`src/rtl/srx_pkg.sv`:
```
package srx_pkg;

    localparam int MAX_BITS  = 8;
    localparam int OS_HIGH   = 64;
    localparam int TCNT_W    = $clog2(OS_HIGH) + 1;
    localparam int BIDX_W    = $clog2(MAX_BITS);
    localparam int NBITS_W   = $clog2(MAX_BITS) + 1;

    typedef enum logic [2:0] {
        ST_IDLE,
        ST_START,
        ST_DATA,
        ST_PARITY,
        ST_STOP
    } rx_state_t;

    typedef struct packed {
        logic [1:0] len;
        logic       par_en;
        logic       par_odd;
        logic [1:0] fact;
    } rx_cfg_t;

    function automatic logic [TCNT_W-1:0] ticks_per_bit(input logic [1:0] code);
        unique case (code)
            2'b10:   ticks_per_bit = TCNT_W'(16);
            2'b11:   ticks_per_bit = TCNT_W'(64);
            default: ticks_per_bit = TCNT_W'(1);
        endcase
    endfunction

endpackage

```
`src/rtl/srx_bit_timer.sv`:
```
module srx_bit_timer
    import srx_pkg::*;
#(
    parameter int CNT_W = TCNT_W
) (
    input  logic             clk,
    input  logic             rst_n,
    input  logic             tick,
    input  logic             restart,
    input  logic             half,
    input  logic [CNT_W-1:0] period,
    output logic             due
);

    logic [CNT_W-1:0] cnt;
    logic [CNT_W-1:0] cnt_inc;
    logic [CNT_W-1:0] target;

    assign cnt_inc = cnt + 1'b1;
    assign target  = half ? (period >> 1) : period;
    assign due     = tick && !restart && (cnt_inc == target);

    always_ff @(posedge clk or negedge rst_n) begin
        if (!rst_n) begin
            cnt <= '0;
        end else if (restart) begin
            cnt <= '0;
        end else if (tick) begin
            cnt <= due ? '0 : cnt_inc;
        end
    end


    tick_window_chk: assert property (@(posedge clk) disable iff (!rst_n)
        (!restart && !tick) |=> $stable(cnt));

endmodule

```
`src/rtl/srx_frame_fsm.sv`:
```
module srx_frame_fsm
    import srx_pkg::*;
#(
    parameter int NB = MAX_BITS
) (
    input  logic              clk,
    input  logic              rst_n,
    input  logic              tick,
    input  logic              rxd,
    input  logic              rx_en,
    input  rx_cfg_t           cfg,
    input  logic              due,
    output logic              restart,
    output logic              half,
    output logic [TCNT_W-1:0] period,
    output logic              done,
    output logic [NB-1:0]     done_data,
    output logic              done_perr,
    output logic              done_ferr
);

    rx_state_t            state, state_nx;
    rx_cfg_t              cfg_q;
    logic [BIDX_W-1:0]    bit_idx;
    logic [NB-1:0]        shreg;
    logic                 par_acc;
    logic                 par_bit;
    logic [NBITS_W-1:0]   nbits;
    logic                 start_seen;

    assign nbits      = NBITS_W'(cfg_q.len) + NBITS_W'(5);
    assign start_seen = (state == ST_IDLE) && tick && !rxd && rx_en;

    // next-state logic
    always_comb begin
        state_nx = state;
        unique case (state)
            ST_IDLE: begin
                if (start_seen) begin
                    state_nx = (ticks_per_bit(cfg.fact) == TCNT_W'(1)) ? ST_DATA : ST_START;
                end
            end
            ST_START: begin
                if (due) state_nx = rxd ? ST_IDLE : ST_DATA;
            end
            ST_DATA: begin
                if (due && (NBITS_W'(bit_idx) == nbits - 1'b1)) begin
                    state_nx = cfg_q.par_en ? ST_PARITY : ST_STOP;
                end
            end
            ST_PARITY: begin
                if (due) state_nx = ST_STOP;
            end
            ST_STOP: begin
                if (due) state_nx = ST_IDLE;
            end
            default: state_nx = ST_IDLE;
        endcase
        if (!rx_en) state_nx = ST_IDLE;
    end

    // state register
    always_ff @(posedge clk or negedge rst_n) begin
        if (!rst_n) state <= ST_IDLE;
        else        state <= state_nx;
    end

    // frame datapath
    always_ff @(posedge clk or negedge rst_n) begin
        if (!rst_n) begin
            cfg_q   <= '0;
            bit_idx <= '0;
            shreg   <= '0;
            par_acc <= 1'b0;
            par_bit <= 1'b0;
        end else if (start_seen) begin
            cfg_q   <= cfg;
            bit_idx <= '0;
            shreg   <= '0;
            par_acc <= 1'b0;
            par_bit <= 1'b0;
        end else if (due && state == ST_DATA) begin
            shreg   <= {rxd, shreg[NB-1:1]};
            par_acc <= par_acc ^ rxd;
            bit_idx <= bit_idx + 1'b1;
        end else if (due && state == ST_PARITY) begin
            par_bit <= rxd;
        end
    end

    // outputs
    always_comb begin
        restart   = (state == ST_IDLE);
        half      = (state == ST_START);
        period    = ticks_per_bit(cfg_q.fact);
        done      = (state == ST_STOP) && due && rx_en;
        done_data = shreg >> (NBITS_W'(NB) - nbits);
        done_perr = cfg_q.par_en && (par_acc ^ par_bit ^ cfg_q.par_odd);
        done_ferr = !rxd;
    end


    disabled_idle_chk: assert property (@(posedge clk) disable iff (!rst_n)
        !rx_en |=> (state == ST_IDLE));


    false_start_chk: assert property (@(posedge clk) disable iff (!rst_n)
        (state == ST_START && due && rxd && rx_en) |=> (state == ST_IDLE));


    x1_no_confirm_chk: assert property (@(posedge clk) disable iff (!rst_n)
        (state == ST_START) |-> (ticks_per_bit(cfg_q.fact) != TCNT_W'(1)));

endmodule

```
`src/rtl/srx_status_regs.sv`:
```
module srx_status_regs
    import srx_pkg::*;
#(
    parameter int NB = MAX_BITS
) (
    input  logic          clk,
    input  logic          rst_n,
    input  logic          done,
    input  logic [NB-1:0] done_data,
    input  logic          done_perr,
    input  logic          done_ferr,
    input  logic          rd,
    input  logic          err_clr,
    output logic [NB-1:0] rx_data,
    output logic          rx_ready,
    output logic          err_par,
    output logic          err_ovr,
    output logic          err_frm
);

    logic ovr_hit;
    assign ovr_hit = done && rx_ready && !rd;

    always_ff @(posedge clk or negedge rst_n) begin
        if (!rst_n) begin
            rx_data  <= '0;
            rx_ready <= 1'b0;
            err_par  <= 1'b0;
            err_ovr  <= 1'b0;
            err_frm  <= 1'b0;
        end else begin
            if (done) rx_data <= done_data;
            if (done)    rx_ready <= 1'b1;
            else if (rd) rx_ready <= 1'b0;
            err_par <= (done && done_perr) || (err_par && !err_clr);
            err_frm <= (done && done_ferr) || (err_frm && !err_clr);
            err_ovr <= ovr_hit || (err_ovr && !err_clr);
        end
    end


    ready_set_chk: assert property (@(posedge clk) disable iff (!rst_n)
        done |=> rx_ready);


    read_clear_chk: assert property (@(posedge clk) disable iff (!rst_n)
        (rd && !done) |=> !rx_ready);


    overrun_chk: assert property (@(posedge clk) disable iff (!rst_n)
        (done && rx_ready && !rd) |=> err_ovr);


    sticky_par_chk: assert property (@(posedge clk) disable iff (!rst_n)
        (err_par && !err_clr) |=> err_par);


    sticky_frm_chk: assert property (@(posedge clk) disable iff (!rst_n)
        (err_frm && !err_clr) |=> err_frm);


    data_hold_chk: assert property (@(posedge clk) disable iff (!rst_n)
        !done |=> $stable(rx_data));

endmodule

```
`src/rtl/serial_char_receiver.sv`:
```
module serial_char_receiver
    import srx_pkg::*;
(
    input  logic       clk,
    input  logic       rst_n,
    input  logic       rxd,
    input  logic       rx_tick,
    input  logic [1:0] cfg_len,
    input  logic       cfg_par_en,
    input  logic       cfg_par_odd,
    input  logic [1:0] cfg_factor,
    input  logic       cmd_rx_en,
    input  logic       cmd_err_clr,
    input  logic       rd_strobe,
    output logic [7:0] rx_data,
    output logic       rx_ready,
    output logic       err_parity,
    output logic       err_overrun,
    output logic       err_framing
);

    rx_cfg_t           cfg;
    logic              restart;
    logic              half;
    logic              due;
    logic [TCNT_W-1:0] period;
    logic              done;
    logic [7:0]        done_data;
    logic              done_perr;
    logic              done_ferr;

    assign cfg = '{len: cfg_len, par_en: cfg_par_en, par_odd: cfg_par_odd, fact: cfg_factor};

    srx_bit_timer #(.CNT_W(TCNT_W)) u_timer (
        .clk     (clk),
        .rst_n   (rst_n),
        .tick    (rx_tick),
        .restart (restart),
        .half    (half),
        .period  (period),
        .due     (due)
    );

    srx_frame_fsm #(.NB(8)) u_fsm (
        .clk       (clk),
        .rst_n     (rst_n),
        .tick      (rx_tick),
        .rxd       (rxd),
        .rx_en     (cmd_rx_en),
        .cfg       (cfg),
        .due       (due),
        .restart   (restart),
        .half      (half),
        .period    (period),
        .done      (done),
        .done_data (done_data),
        .done_perr (done_perr),
        .done_ferr (done_ferr)
    );

    srx_status_regs #(.NB(8)) u_status (
        .clk       (clk),
        .rst_n     (rst_n),
        .done      (done),
        .done_data (done_data),
        .done_perr (done_perr),
        .done_ferr (done_ferr),
        .rd        (rd_strobe),
        .err_clr   (cmd_err_clr),
        .rx_data   (rx_data),
        .rx_ready  (rx_ready),
        .err_par   (err_parity),
        .err_ovr   (err_overrun),
        .err_frm   (err_framing)
    );

endmodule

```
`config.mk`:
```
export PLATFORM = sky130hd
export DESIGN_NAME = serial_char_receiver
export DESIGN_NICKNAME = d
export VERILOG_FILES = /design/src/rtl/srx_pkg.sv /design/src/rtl/srx_bit_timer.sv /design/src/rtl/srx_frame_fsm.sv /design/src/rtl/srx_status_regs.sv /design/src/rtl/serial_char_receiver.sv
export SDC_FILE = /design/constraint.sdc
export NUM_CORES = 1
export LEC_CHECK = 0
export CORE_UTILIZATION = 30
export CTS_BUF_LIST = sky130_fd_sc_hd__clkbuf_2
export CTS_CLUSTER_DIAMETER = 80
export DETAILED_ROUTE_END_ITERATION = 12
export PLACE_DENSITY_LB_ADDON = 0.1
export SETUP_SLACK_MARGIN = 0.1
export SYNTH_ARGS = -nofsm -noshare
export SYNTH_HDL_FRONTEND = slang
export SYNTH_HIERARCHICAL = 1
export SYNTH_SLANG_ARGS = --single-unit
```
`constraint.sdc`:
```
create_clock -name clk -period 4.25 [get_ports clk]
set_input_delay 1.0625 -clock clk [delete_from_list [all_inputs] [get_ports clk]]
set_output_delay 1.0625 -clock clk [all_outputs]
set_load 0.05 [all_outputs]
```
# --- Yosys cells after proc, flatten, opt, wreduce, memory -nomap -nowiden ---
# Index checks and enable logic that the tools add are counted.
# W data, S select, Z words.
totals:
  out_inout_bits: 12
  word_cells: 102
  regBits: 41
  input_bits: 13
op_classes:
  n_shift: 1
  n_reduce_logical: 32
  addsub: 5
  mux: 29
  eq_ne: 17
  bitwise: 3
ops:
  columns: ["cell", "n"]
  rows:
  - ["$mux W7", 6]
  - ["$pmux W7 S2", 2]
  - ["$mux W3", 9]
  - ["$logic_and A1 B1 Y1", 18]
  - ["$mux W8", 2]
  - ["$ne A3 B2 Y1 const B", 5]
  - ["$pmux W3 S5", 1]
  - ["$eq A2 B2 Y1 const B", 4]
  - ["$reduce_bool A2 Y1", 4]
  - ["$shr A8 B4 Y8", 1]
  - ["$add A7 B1 Y7 const B", 1]
  - ["$eq A7 B1 Y1 const B", 1]
  - ["$eq A7 B7 Y1", 1]
  - ["$mux W1", 7]
  - ["$eq A3 B2 Y1 const B", 2]
  - ["$reduce_and A5 Y1", 1]
  - ["$add A2 B3 Y4 const B", 1]
  - ["$eq A3 B4 Y1", 1]
  - ["$logic_not A1 Y1", 4]
  - ["$mux W2", 2]
  - ["$sub A4 B1 Y4 const B", 1]
  - ["$sub A4 B4 Y4 const A", 1]
  - ["$add A3 B1 Y3 const B", 1]
  - ["$eq A3 B1 Y1 const B", 1]
  - ["other kinds (6)", 10]

# --- Logic depth before layout (Yosys ltp) ---
logic_depth:
  ltp_word: 11
  ltp_mapped: 14

# --- Modules after synthesis ---
# The synthesis kept the hierarchy.
modules_own_cells:
  columns: ["mod", "cells_per_inst", "seq_area_each_um2", "area_each_um2", "instances"]
  rows:
  - ["srx_frame_fsm", 135, 550.5, 1366.3, 1]
  - ["srx_bit_timer", 76, 175.2, 713.2, 1]
  - ["srx_status_regs", 27, 300.3, 470.5, 1]

# --- Least setup slack after synthesis ---
# No wires, ideal clock.
synth_path:
  path_kind: "reg-to-reg"
  start: "register u_fsm.state[1]"
  end: "register u_status.rx_data[0]"
  synth_period_minus_slack_ns: 3.079
  arrival_ns: 2.954
  slack_ns: 1.171
  path_stages_with_launch: 14
  n_path_buf: 4
  path_cell_list: "dfrtp_1 > buf_6 > nor3b_1 > buf_6 > mux2i_1 > xor2_1 > xnor2_1 > or4b_1 > a2111oi_2 > buf_4 > inv_1 > nor2_1 > buf_6 > mux2_4"
synth_between:
  elab_chain_len: 6
  elab_cells_between_ends: 10
  cone_classes: "3 x eq/ne; 1 x mux; 6 x reduce/logical"
synth_lines:
  columns: ["item", "line", "rtl"]
  rows:
  - ["from (decl)", "srx_frame_fsm.sv:22", "rx_state_t state, state_nx;"]
  - ["from (signal assigned)", "srx_frame_fsm.sv:65", "else state <= state_nx;"]
  - ["$eq A3 B1 Y1", "srx_frame_fsm.sv:94", "half = (state == ST_START);"]
  - ["net half", "serial_char_receiver.sv:24", "logic half;"]
  - ["$mux W7", "srx_bit_timer.sv:20", "assign target = half ? (period >> 1) : period;"]
  - ["$eq A7 B7 Y1", "srx_bit_timer.sv:21", "assign due = tick && !restart && (cnt_inc == target);"]
  - ["$logic_and A1 B1 Y1", "srx_bit_timer.sv:21", null]
  - ["net due", "serial_char_receiver.sv:25", "logic due;"]
  - ["$logic_and A1 B1 Y1 (2 in series)", "srx_frame_fsm.sv:96", "done = (state == ST_STOP) && due && rx_en;"]
  - ["net done", "serial_char_receiver.sv:27", "logic done;"]
  - ["to (signal assigned)", "srx_status_regs.sv:32", "if (done) rx_data <= done_data;"]
  - ["to (decl)", "srx_status_regs.sv:14", "output logic [NB-1:0] rx_data,"]
# The timed path passes the listed nets, and every way through them passes these cells.
# A chain may end at the register's enable or synchronous reset.

# --- Final worst setup path ---
layout_path:
  start: "register u_fsm.state[0]"
  end: "register u_status.rx_data[2]"
# Same word-level chain as after synthesis.

==> results.yml <==
run_status:
  status: "completed"
worst_setup_path:
  cp_max_fo: 12
  cp.required_ns: 4.57
  critPathLaunchType: "flip-flop"
  path_class: "reg2reg"
  worstPathArrival_ns: 3.70
  cp-end-kind: "flip-flop"
synthesis:
  synth_cells: 238
  ys_seq_elements: 41
  syn_area_per_cell_um2: 10.7
  yosysWarnings: 6
  async_flop_share_pct: 100
  synth_edf_count: 0
  synth_top_area_share_pct: 40.2
  yosys_most_used_dff: "dfrtp_1"
  synth_cell_types: 57
  synth_most_common_cell: "dfrtp_1"
  synth_area_leaders: "dfrtp_1 40%, mux2i_1 4.3%, nand2_1 4.3%"
  synth_area_leader_cell: "dfrtp_1"
  seq_area_frac_synth_pct: 40.2
  syn-cell-area_um2: 2550
  yosys-top-cells-count: "41 x dfrtp_1, 29 x nand2_1, 17 x a21oi_1, 12 x nor2_1, 12 x xor2_1"
clock_network:
  htreeDepth: 2
  worstSkewPairLatency_ns: 0.42
  hold_buffers: 0
  cts_resized: 0
  numCtsBuffers: 5
  ctsRootBufferMaster: "clkbuf_2"
  cts_tree: "yes"
  post_cts_buffers: 0
  clock-sinks: 41
  clockBufferDepth: 2
  path_clk_slew_ns: 0.22
floorplanning:
  die_width_um: 94.2
  core_um2: 8220
  io_pins: 25
  rows: 33
  start_util_pct: 31.0
  die_h_um: 94.2
  die_area_um2: 8870
sta:
  period_share_pct: 79.4
  fmaxAchievable_mhz: 296
  finalHoldViolCount: 0
  rsz0062_at_grt: "no"
  tightest_slew_ns: 0.970
  setup_violations: 0
  holdWs_ns: 0.532
  period_needed_ns: 3.37
  slew_violations: 0
  final.setup.tns_ns: 0
  slew_headroom_pct: 35.4
  finClkSkew_ns: 0.0297
power:
  ir_drop_v: 0.000112
  p_leak_nw: 1.19
  powerDensity_nw_per_um2: 312
placement:
  portBuffers: 24
  gp_congestion: 0.758
  dp.cells: 356
  dp_hpwl_um: 3710
global_route:
  grt_pass1_vias: 1839
  track_usage_pct: 13.2
  grt_remaining_overflow: 0
  grt_max_degree: 42
  antenna_found_initial: 0
  grt_pass1_wl_um: 9060
detailed_routing:
  wl_per_cell_um: 14.4
  drtIter0Drc: 56
  ant_nets: 0
  via_count: 1766
  via_per_inst: 4.85
  firstDrtPassIters: 4
  drt_drc_violations_left: 0
  routed_wl_um: 5230
worst_hold_path:
  hp-class: "reg2reg"
finish:
  diodes: 0
  nNetsFinal: 273
  drive_above_1_share_pct: 17.0
  area_growth_pct: 12.8
  instances_no_fill: 364
run:
  cap_violations: 0
==> logic make-up (layout without fill, tap and decap cells) <==
group	Yosys count	count (layout)	share of synthesized area, %
buffers and inverters	27	45	7.46
XOR/XNOR	23	23	8.44
multiplexers	27	27	13.6
other	1	4	0.147
AO/OA/AOI/OAI	48	48	14.2
adder cells (fa/ha/maj)	2	2	0.981
flip-flops	41	41	40.2
AND/OR/NAND/NOR	69	69	15.0
==> state kept, by name, indices dropped and copies added (netlist names), 3 cells and up <==
| signal | count |
|---|---|
| u_fsm/shreg | 8 |
| u_status/rx_data | 8 |
| u_timer/cnt | 7 |
| u_fsm/cfg_q | 6 |
| u_fsm/bit_idx | 3 |
| u_fsm/state | 3 |
==> cell type report <==
type	count	area (um2)
multi-input cells	173	1350
clock inverters	3	46.3
fillers	857	5340
well taps	105	131
clock buffers	5	25.0
flip-flops and latches	41	1030
inverters	8	30.0
repair buffers	29	273
==> worst max-delay path: stages, from the launching register on <==
cell and delay [ns]:
dfrtp_1 0.68, nor3b_1 0.25, buf_4 0.22, mux2i_1 0.12, xor2_1 0.17, xnor2_1 0.18
or4b_1 0.53, a2111oi_2 0.21, buf_4 0.21, inv_1 0.04, nor2_1 0.09, buf_4 0.23
mux2_2 0.35
==> final timing paths <==
path | start | to | slack (ns) | cells past startpoint
setup / recovery | u_fsm/state[0] | u_status/rx_data[2] | 0.88 | 12
hold / removal | u_status/err_par | u_status/err_par | 0.53 | 1
setup reg to reg | u_fsm/state[0] | u_status/rx_data[2] | 0.88 | 12
hold reg to reg | u_status/err_par | u_status/err_par | 0.53 | 1
max in group asynchronous | rst_n | u_timer/cnt[3] | 2.87 | 1
min in group asynchronous | rst_n | u_status/err_frm | 0.76 | 1
==> stage by stage <==
step	instance area [um2]	power (W)	util (%)	worst slack (ns)
4_1_cts	2880	0.000910	35.0	0.857
5_1_grt	2880	0.000955	35.0	0.632
3_5_place_dp	2810	0.000665	34.1	0.846
2_1_floorplan	2560	0.000615	-	1.17
6_report	2880	0.000897	35.0	0.876
3_3_place_gp	2810	0.000667	34.1	0.873
==> cell usage in the layout, fill, tap and decap left out, drive strengths merged, types with 3 or more instances in the layout <==
| cell | instances |
|---|---|
| nor2 | 13 |
| clkdlybuf4s50 | 23 |
| conb | 4 |
| buf | 6 |
| xor2 | 12 |
| mux2i | 11 |
| dfrtp | 41 |
| inv | 8 |
| a211oi | 6 |
| o21ai | 7 |
| mux2 | 13 |
| mux4 | 3 |
| a21oi | 18 |
| nand2 | 31 |
| clkbuf | 5 |
| xnor2 | 10 |
| and3 | 4 |
| nand2b | 4 |
| nor2b | 3 |
| nand4 | 3 |
==> power breakdown <==
part / internal [W] / switching, W
registers: 0.000413 / 0.0000464
clock network: 0.000100 / 0.000140
logic: 0.0000970 / 0.000101
==> layer usage <==
| metal | wire length (um) | GRT usage, % | vias to the layer above |
|---|---|---|---|
| met2 | 2350 | 20.6 | 22 |
| li1 | - | - | 872 |
| met4 | 61 | 3.85 | 0 |
| met1 | 2660 | 18.3 | 867 |
| met5 | 0 | 0 | - |
| met3 | 164 | 2.91 | 5 |
(Power assumes the default switching activity.)
